`src/rtl/evq_writer.sv`:
```
module evq_writer #(
  parameter int ADDR_W = 48,
  parameter int IDX_W  = 16,
  parameter int SIZE_W = 3
) (
  input  logic              clk,
  input  logic              rst_n,
  input  logic              req_valid,
  input  logic [ADDR_W-1:0] req_base,
  input  logic [SIZE_W-1:0] req_size,
  input  logic [IDX_W-1:0]  req_index,
  input  logic              req_gen,
  input  logic [31:0]       req_data,
  output logic              busy,
  output logic              mem_valid,
  input  logic              mem_ready,
  output logic [ADDR_W-1:0] mem_addr,
  output logic [31:0]       mem_wdata,
  input  logic              resp_valid,
  input  logic              resp_err,
  output logic              wb_valid,
  input  logic              wb_ready,
  output logic [IDX_W-1:0]  wb_index,
  output logic              wb_gen,
  output logic              wb_gen_flipped,
  output logic              err_o
);
  typedef enum logic [1:0] {S_IDLE, S_MEM, S_RESP, S_WB} st_t;

  st_t               st;
  logic [ADDR_W-1:0] base_q;
  logic [IDX_W-1:0]  idx_q, mask_q;
  logic              gen_q, err_q;
  logic [31:0]       word_q;

  logic [IDX_W-1:0]  span, mask_d, nxt_idx;
  logic              nxt_gen;

  assign span    = IDX_W'(1) << (32'(req_size) + 32'd10);
  assign mask_d  = span - IDX_W'(1);
  assign nxt_idx = (idx_q + IDX_W'(1)) & mask_q;
  assign nxt_gen = gen_q ^ (nxt_idx == '0);

  always_ff @(posedge clk) begin
    if (!rst_n) begin
      st     <= S_IDLE;
      base_q <= '0;
      idx_q  <= '0;
      mask_q <= '0;
      gen_q  <= 1'b0;
      word_q <= '0;
      err_q  <= 1'b0;
    end else begin
      err_q <= 1'b0;
      case (st)
        S_IDLE: if (req_valid) begin
          st     <= S_MEM;
          base_q <= req_base;
          mask_q <= mask_d;
          idx_q  <= req_index & mask_d;
          gen_q  <= req_gen;
          word_q <= (req_data & 32'h7fff_ffff) | {req_gen, 31'b0};
        end
        S_MEM:  if (mem_ready) st <= S_RESP;
        S_RESP: if (resp_valid) begin
          st    <= resp_err ? S_IDLE : S_WB;
          err_q <= resp_err;
        end
        S_WB:   if (wb_ready) st <= S_IDLE;
        default: st <= S_IDLE;
      endcase
    end
  end

  assign busy           = (st != S_IDLE);
  assign mem_valid      = (st == S_MEM);
  assign mem_addr       = base_q + ADDR_W'({idx_q, 2'b00});
  assign mem_wdata      = {word_q[7:0], word_q[15:8], word_q[23:16], word_q[31:24]};
  assign wb_valid       = (st == S_WB);
  assign wb_index       = nxt_idx;
  assign wb_gen         = nxt_gen;
  assign wb_gen_flipped = nxt_gen;
  assign err_o          = err_q;
endmodule

```
`config.mk`:
```
export PLATFORM = sky130hd
export DESIGN_NAME = evq_writer
export DESIGN_NICKNAME = d
export VERILOG_FILES = /design/src/rtl/evq_writer.sv
export SDC_FILE = /design/constraint.sdc
export NUM_CORES = 1
export LEC_CHECK = 0
export ABC_CLOCK_PERIOD_IN_PS = 4600
export BUFFER_PORTS_ARGS = -buffer_cell sky130_fd_sc_hd__buf_2
export CORE_ASPECT_RATIO = 1.4
export CORE_MARGIN = 3
export CORE_UTILIZATION = 40
export CTS_BUF_LIST = sky130_fd_sc_hd__clkbuf_4 sky130_fd_sc_hd__clkbuf_8
export DETAILED_ROUTE_END_ITERATION = 7
export PLACE_DENSITY = 0.65
export SETUP_SLACK_MARGIN = 0.1
export SYNTH_ARGS = -nofsm -noshare
export SYNTH_HDL_FRONTEND = slang
export SYNTH_SLANG_ARGS = --single-unit
```
`constraint.sdc`:
```
create_clock -name clk -period 4.6 [get_ports clk]
set_input_delay 0.46 -clock clk [delete_from_list [all_inputs] [get_ports clk]]
set_output_delay 0.46 -clock clk [all_outputs]
set_load 0.005 [all_outputs]
```
==> results.toml, run 1 <==
[clocking]
numCtsBuffers = 17
insertion_delay_ps = 440
postCtsSetupBuffers = 0
path_clk_slew_ps = 70
cts_tree = "yes"
cts_max_path_buffers = 2
h-tree-depth = 4
holdBufCountCts = 0
cts_sinks = 115
cts_resized = 0
cts_root_buffer = "clkbuf_8"

[floorplan]
core.rowCount = 54
die_area_mm2 = 0.0177
die_h_um = 156
coreArea_mm2 = 0.0157
ioPinCount = 209
initial_core_util_pct = 41.2
die_width_um = 113

[power]
p_sw_share_pct = 32.6
powerDensity_mw_per_mm2 = 383
fin_total_pwr_uw = 3060
p_seq_share_pct = 40.9
power.leakage_uw = 0.00366
power_frac_clock_pct = 34.0
pwr-share-comb_pct = 25.1
power_switching_uw = 997
intPower_uw = 2070
ir_drop_mv = 0.209

[layout]
final_area_mm2 = 0.00800
syn2layout_area_growth_pct = 24.0
fin_nets = 1113
n_antenna_cell = 0
fin_cells = 1192
drive_gt1_share_pct = 28.3

[logic_synthesis]
ys_ff_latch = 115
async_reset_ff_share_pct = 0
synth_edf_count = 0
syn_area_per_cell_um2 = 8.07
synth_cell_type_count = 66
ys_seq_area_share_pct = 35.7
synthCells = 799
yosysWarnings = 0
syn_area_mm2 = 0.00645
synth_ff_type = "dfxtp_1"

[global_routing]
grt_max_degree = 73
grt_pass1_vias = 5611
groute.usage.overall_pct = 19.7
antenna_found_initial = 2
grt_overflow = 0
grt_pass1_wl_um = 27900

[hold_path]
hp-class = "in -> reg"

[route]
ant_nets = 0
first_pass_iters = 4
drtIter0Drc = 235
route.detailed.drc = 0
routed-via-count = 5937
viasPerCell = 4.98
wl_um = 17500
wire_per_inst_um = 14.7

[sta]
fin_worst_skew_ps = 10.6
fin_hold_ws_ps = 260
setup_tns_ps = 0
post-route-period-util_pct = 85.6
tightest_slew_ps = 743
hold_viol_final = 0
rsz0062_at_grt = "no"
slew_headroom_pct = 50.4
setup_viol = 0
fmax_ghz = 0.254
slew_viol_final = 0
period_needed_ps = 3940

[placed_design]
dp.cells = 1160
portBuffers = 207
place_congestion = 0.843
placed_cell_area_mm2 = 0.00756
dp_hpwl_um = 12900

[worst_setup_path]
endpoint_kind = "output port"
cp_max_fo = 15
crit_path_top_delay_cell = "dfxtp_1"
cp.required_ps = 4140
slowest_delay_ps = 500
worstPathArrival_ps = 3480
crit_path_start_kind = "register"
worst-setup-path-type = "reg -> out"
crit_chain = "ha_1 -> inv_1 -> fa_1 -> nor2b_1 -> o2111ai_1 -> nand2_1 -> a311oi_2 -> o31a_2 -> nor4_1 -> xor2_1 -> buf_2"

[status]
status = "complete, no violations"

[run]
drv_cap = 0
power by group through the flow:
stage | clock [µW] | combinational, µW | sequential, µW
2_1_floorplan | 0 | 513 | 1240
3_3_place_gp | 0 | 778 | 1270
3_5_place_dp | 0 | 786 | 1280
4_1_cts | 1080 | 787 | 1250
5_1_grt | 1120 | 876 | 1270
6_report | 1040 | 770 | 1250
synthesized netlist by cell type, types with 4 or more instances:
cell	number	area, µm²
o21ai_0	8	40.0
o21a_1	6	45.0
or3_1	7	43.8
a21o_1	9	67.6
clkbuf_1	37	139
a21oi_1	21	105
nor4_2	6	75.1
nor2_2	4	25.0
xor2_1	31	272
ha_1	22	275
nand3_1	23	115
nor3_1	9	45.0
nor4_1	4	25.0
nor2b_1	7	43.8
and2_1	11	68.8
xnor2_1	24	210
nand4_1	8	50.1
nor3_2	4	40.0
nor2_1	26	97.6
buf_4	4	30.0
inv_1	22	82.6
nand2_1	219	822
dfxtp_1	115	2300
a21boi_0	103	773
critical path: cells and delay by family (launching register included):
family,cells,cell delay [ps]
compound gates,3,750
fa+ha+maj,2,640
flops,1,500
simple gates,3,780
xor+xnor,1,170
buf+inv,2,190
layout by cell type (no fill, tap or decap), types with 10 or more instances in the layout:
cell / count
buf_2: 207
clkbuf_8: 18
ha_1: 22
xor2_1: 31
a21oi_1: 21
and2_1: 10
a21boi_0: 103
nor2_1: 26
nand2_1: 218
xnor2_1: 24
nand3_1: 23
inv_1: 22
dfxtp_1: 115
kinds of logic (layout without fill, tap and decap cells):
group                      Yosys count  in the layout  share of synthesized area [%]
AOI/OAI and AO/OA                  178            178                           20.2
xor gates and xnor gates            55             55                           7.47
adders and majority gates           23             23                           4.58
buffers and inverters               68            264                           4.46
DFF                                115            115                           35.7
muxes                                2              2                          0.349
other                                1              2                         0.0581
and+or+nand+nor                    357            357                           27.2
flip-flops by register name, summed over array words and instances, names as in the netlist:
signal	flops
mask_q	16
base_q	48
idx_q	16
gen_q	1
word_q	31
st	2
err_o	1
layer usage:
layer  up-vias  track usage, %  share of wire [%]
met3        22            5.92                5.7
met4         4            6.01                1.4
met1      2703            21.2                 39
met2       138            36.8                 54
li1       3070               -                  -
met5         -               0               0.13
stage by stage:
step | util [%] | worst slack, ps
after global routing | 51.0 | 478
after floorplan | - | 1750
final | 51.0 | 660
after detailed placement | 48.3 | 1140
after CTS | 51.0 | 634
after global placement | 48.3 | 1130
final timing paths:
kind	slack [ps]	startpoint	to	cells after the start
min	260	req_data[7]	word_q[7]	3
min reg2reg	460	word_q[5]	word_q[5]	2
max reg2reg	2310	st[0]	word_q[16]	5
max	660	idx_q[0]	mem_addr[42]	11
area by class of cell:
| type | instances | area [µm²] |
|---|---|---|
| clock buffer | 19 | 255 |
| clock inverter | 13 | 181 |
| timing repair buffer | 210 | 1060 |
| multi-input combinational | 617 | 3870 |
| sequential | 115 | 2300 |
| fill | 1619 | 7670 |
| inverter | 22 | 82.6 |
| tap | 196 | 245 |
Note: power is estimated with default switching activity, not from simulation.
==> run 2, diff against run 1 <==
- HOLD_SLACK_MARGIN: unset -> 0.03
- RECOVER_POWER: unset -> 100
==> run 2 against run 1 <==
  * Sequential share of layout area rose by 0.71 points
  * Critical path depth stayed put
  * Clock power barely moved
  * First-iteration DRC count up 3.8%
  * Global-route usage unchanged
  * Wire length grew 0.21%
  * Largest power group unchanged
  * The flow now finishes with violations (capacitance limit, slew limit)
  * Setup slack lost 79 ps
==> results.toml, run 2 (same netlist as run 1, synthesis figures left out) <==
[status]
status = "complete, but fails checks"
violations = "capacitance limit, slew limit"

[layout]
largest_reg_flops = 48
syn2layout_area_growth_pct = 21.0
final_cell_mix = "nand2_1 (219), buf_2 (147), dfxtp_1 (115), a21boi_0 (107), clkbuf_1 (58)"
fin_nets = 1113
final_common_cell = "nand2_1"
top_register = "base_q"
drive_gt1_share_pct = 20.3
top_regs = "base_q x48, word_q x31"
n_antenna_cell = 0

[route]
wl_um = 17500
first_pass_iters = 4
wire_per_inst_um = 14.7
ant_nets = 0
routed-via-count = 5946
viasPerCell = 4.99
route.detailed.drc = 0
drtIter0Drc = 244

[floorplan]
die_width_um = 113
ioPinCount = 209
core.rowCount = 54
coreArea_mm2 = 0.0157
die_h_um = 156
die_area_mm2 = 0.0177
initial_core_util_pct = 41.2

[global_routing]
grt_max_degree = 73
grt_overflow = 0
antenna_found_initial = 2
groute.usage.overall_pct = 19.7
grt_pass1_wl_um = 27900
grt_pass1_vias = 5611

[worst_setup_path]
crit_path_end = "mem_addr[28]"
rrSetupSlack_ps = 790
worstPathArrival_ps = 3560
crit_path_start_kind = "register"
cp.required_ps = 4140
cp_max_fo = 15
r2r-start = "st[0]"
endpoint_kind = "output port"
reg2reg_to = "word_q[16]"
startpoint = "idx_q[0]"
ff2ff_path_depth = 5
worst-setup-path-type = "reg -> out"

[hold_path]
hp-class = "in -> reg"
holdPathStages = 3
hold_start = "req_data[7]"

[power]
power.leakage_uw = 0.00340
ir_drop_mv = 0.208
powerDensity_mw_per_mm2 = 390
fin_total_pwr_uw = 3040

[sta]
fmax_ghz = 0.249
slew_headroom_pct = -65.9
rsz0062_at_grt = "no"
tightest_slew_ps = 2490
hold_viol_final = 0
setup_viol = 0
post-route-period-util_pct = 87.4
setup_tns_ps = 0
fin_worst_skew_ps = 13.4
slew_viol_final = 169
period_needed_ps = 4020

[run]
drv_cap = 3

[clocking]
cts_resized = 0
h-tree-depth = 4
cts_max_path_buffers = 2
cts_tree = "yes"
cts_sinks = 115
cts_root_buffer = "clkbuf_8"
insertion_delay_ps = 440
path_clk_slew_ps = 70
numCtsBuffers = 17
postCtsSetupBuffers = 0
holdBufCountCts = 0

[placed_design]
portBuffers = 207
dp_hpwl_um = 12900
place_congestion = 0.843
-- run 2: layout make-up --
type                            count  area [µm²]
Tap cell                          196         245
Multi-Input combinational cell    617        3760
Timing Repair Buffer              210         981
Sequential cell                   115        2300
Clock buffer                       19         255
Clock inverter                     13         181
Inverter                           22        82.6
Fill cell                        1670        7870
-- run 2: metal layers --
layer | share of wire (%) | global-route usage (%) | vias up | routed length [µm]
li1 | - | - | 3067 | -
met1 | 39 | 21.2 | 2697 | 6760
met2 | 54 | 36.8 | 159 | 9500
met3 | 5.9 | 5.92 | 19 | 1030
met4 | 1.3 | 6.01 | 4 | 223
met5 | 0.13 | 0 | - | 23
-- run 2: worst min path at each step --
stage                     end  slack, ps
floorplan           mask_q[3]        430
global placement    mask_q[3]        440
detailed placement  mask_q[3]        450
CTS                 word_q[7]        220
global route        word_q[9]        230
finish              word_q[7]        260
-- run 2: metrics by stage --
stage                     hold WS, ps  setup WS (ps)  area, µm²  cells  utilization [%]
after floorplan                   432           1750       6450    800                -
after global placement            439           1130       7560   1160             48.3
after detailed placement          446           1140       7560   1160             48.3
after CTS                         221            634       8000   1192             51.0
after global routing              229            313       7810   1192             49.8
final                             260            581       7810   1192             49.8
-- run 2: critical path: stages, from the launching register on --
cell and delay (ps):
dfxtp_1 500, ha_1 240, inv_1 60, fa_1 400, nor2b_1 200, o2111ai_1 120, nand2_1 150, a311oi_1 160
o31a_1 490, nor4b_1 440, xor2_1 210, buf_2 140
-- run 2: power by group --
group | internal (µW) | switching, µW
clock network | 609 | 433
registers | 1130 | 119
logic | 307 | 444
==> run 3, diff against run 2 <==
- ABC_CLOCK_PERIOD_IN_PS: 4600 -> 4800
- clock period: 4.6 -> 4.8 ns (I/O delays scaled with it)
==> run 3 against run 2 <==
  * The flow still finishes with violations (capacitance limit, slew limit)
  * Via count is 0.24% lower
  * Register-to-register slack better by 110 ps
  * Flip-flop and latch count stayed put
  * Setup slack better by 190 ps
  * Count of clock-buffer cells in the layout stayed put
  * Hold slack better by 27 ps
  * Final area is 0.45% lower
  * Non-clock buffer count stayed put
  * Critical endpoint is now mem_addr[34]
  * Largest power group unchanged
  * Highest routed layer unchanged
==> results.toml, run 3 (same netlist as run 1, synthesis figures left out) <==
[worst_setup_path]
cp_max_fo = 15
reg2reg_to = "word_q[29]"
slowest_delay_ps = 520
path_buf_inv = 2
crit_chain = "ha_1 -> inv_1 -> fa_1 -> nor2b_1 -> o2111ai_1 -> nand2_1 -> a311oi_1 -> o31a_1 -> nor4b_1 -> xor2_1 -> buf_2"
endpoint_kind = "output port"
worstPathArrival_ps = 3550
rrSetupSlack_ps = 900
r2r-start = "st[0]"
crit_path_start_kind = "register"
ff2ff_path_depth = 5
cp.required_ps = 4320
worst-setup-path-type = "reg -> out"
path_delay_family = "simple AND/OR/NAND/NOR gates"
crit_path_top_delay_cell = "dfxtp_1"

[global_routing]
antenna_found_initial = 3
grt_overflow = 0
grt_pass1_vias = 5566
grt_max_degree = 70
grt_pass1_wl_um = 27600
groute.usage.overall_pct = 19.5

[floorplan]
die_area_mm2 = 0.0177
core.rowCount = 54
die_width_um = 113
initial_core_util_pct = 41.2
coreArea_mm2 = 0.0157
ioPinCount = 209
die_h_um = 156

[layout]
final_common_cell = "nand2_1"
drive_gt1_share_pct = 20.2
final_cell_mix = "nand2_1 (218), buf_2 (145), dfxtp_1 (115), a21boi_0 (107), clkbuf_1 (58)"
fin_nets = 1113
fin_util_pct = 49.6
nFillCells = 1642
top_register = "base_q"
largest_reg_flops = 48
regArea_mm2 = 0.00230
multi_input_comb_area_mm2 = 0.00377
syn2layout_area_growth_pct = 20.5
top_regs = "base_q x48, word_q x31"

[placed_design]
place_congestion = 0.846
portBuffers = 207
dp_hpwl_um = 12900

[power]
power_frac_clock_pct = 31.7
p_sw_share_pct = 33.9
fin_total_pwr_uw = 2810
powerDensity_mw_per_mm2 = 362
power.leakage_uw = 0.00336
ir_drop_mv = 0.216
intPower_uw = 1860
pwr-share-comb_pct = 25.7
power_switching_uw = 955
p_seq_share_pct = 42.6

[sta]
period_needed_ps = 4030
fin_worst_skew_ps = 7.96
rsz0062_at_grt = "no"
setup_viol = 0
fmax_ghz = 0.248
slew_headroom_pct = -74.3
slew_viol_final = 185
post-route-period-util_pct = 83.9
hold_viol_final = 0
setup_tns_ps = 0
tightest_slew_ps = 2610

[status]
status = "complete, but fails checks"
violations = "capacitance limit, slew limit"

[hold_path]
holdPathStages = 3
holdPathEnd = "word_q[24]"
hp-class = "in -> reg"
hold_start = "req_data[24]"

[route]
route.detailed.drc = 0
ant_nets = 0
first_pass_iters = 6
wl_um = 17500
wire_per_inst_um = 14.6
viasPerCell = 4.97
drtIter0Drc = 188
routed-via-count = 5932

[clocking]
cts_max_path_buffers = 2
insertion_delay_ps = 430
numCtsBuffers = 17
cts_sinks = 115
cts_resized = 0
cts_tree = "yes"
h-tree-depth = 4
postCtsSetupBuffers = 0
holdBufCountCts = 0
cts_root_buffer = "clkbuf_8"
path_clk_slew_ps = 80

[run]
drv_cap = 3
[run 3: cell count changes in the layout (fill, tap and decap cells not counted), sizes merged]
cell	delta
bufinv	-2
clkinvlp	+2
clkinv	+1
inv	-1
diode	+2
[run 3: area by class of cell]
type                            instances  area share (%)
Clock buffer                           19            3.28
Timing Repair Buffer                  210            12.6
Clock inverter                         13            1.75
Multi-Input combinational cell        617            48.5
Sequential cell                       115            29.6
Inverter                               22            1.06
Tap cell                              196            3.15
Antenna cell                            2          0.0644
[run 3: routing by layer]
metal	track usage [%]	part of all wire, %
met1	21.9	40
met2	33.5	50
met3	5.65	6.5
met4	9.91	3.5
met5	0	0.074
[run 3: power by group through the flow]
stage          logic (µW)  registers [µW]  clock network (µW)
2_1_floorplan         492            1190                   0
3_3_place_gp          748            1220                   0
3_5_place_dp          755            1220                   0
4_1_cts               756            1200                 920
5_1_grt               827            1220                 965
6_report              723            1200                 891
[run 3: stage by stage]
stage                     worst slack (ps)  area, µm²  cells  hold slack [ps]
after floorplan                       1930       6450    800              432
after global placement                1300       7560   1160              440
after detailed placement              1320       7560   1160              451
after CTS                              794       7960   1192              252
after global routing                   390       7770   1194              257
final                                  771       7770   1194              287
[run 3: worst max path at each step]
stage                              end      from  slack, ps  depth (start not counted)
after floorplan           mem_addr[24]  idx_q[0]       1930                         11
after global placement    mem_addr[42]  idx_q[0]       1300                         11
after detailed placement  mem_addr[42]  idx_q[0]       1320                         11
after CTS                 mem_addr[42]  idx_q[0]        790                         11
after global routing        word_q[11]     st[0]        390                          5
final                     mem_addr[34]  idx_q[0]        770                         11
[run 3: worst register-to-register path: stages, from the launching register on]
cell      delay, ps
dfxtp_1         400
nor2_1          280
and2_1         1840
clkbuf_2        950
nand2_1         150
a21boi_0        200
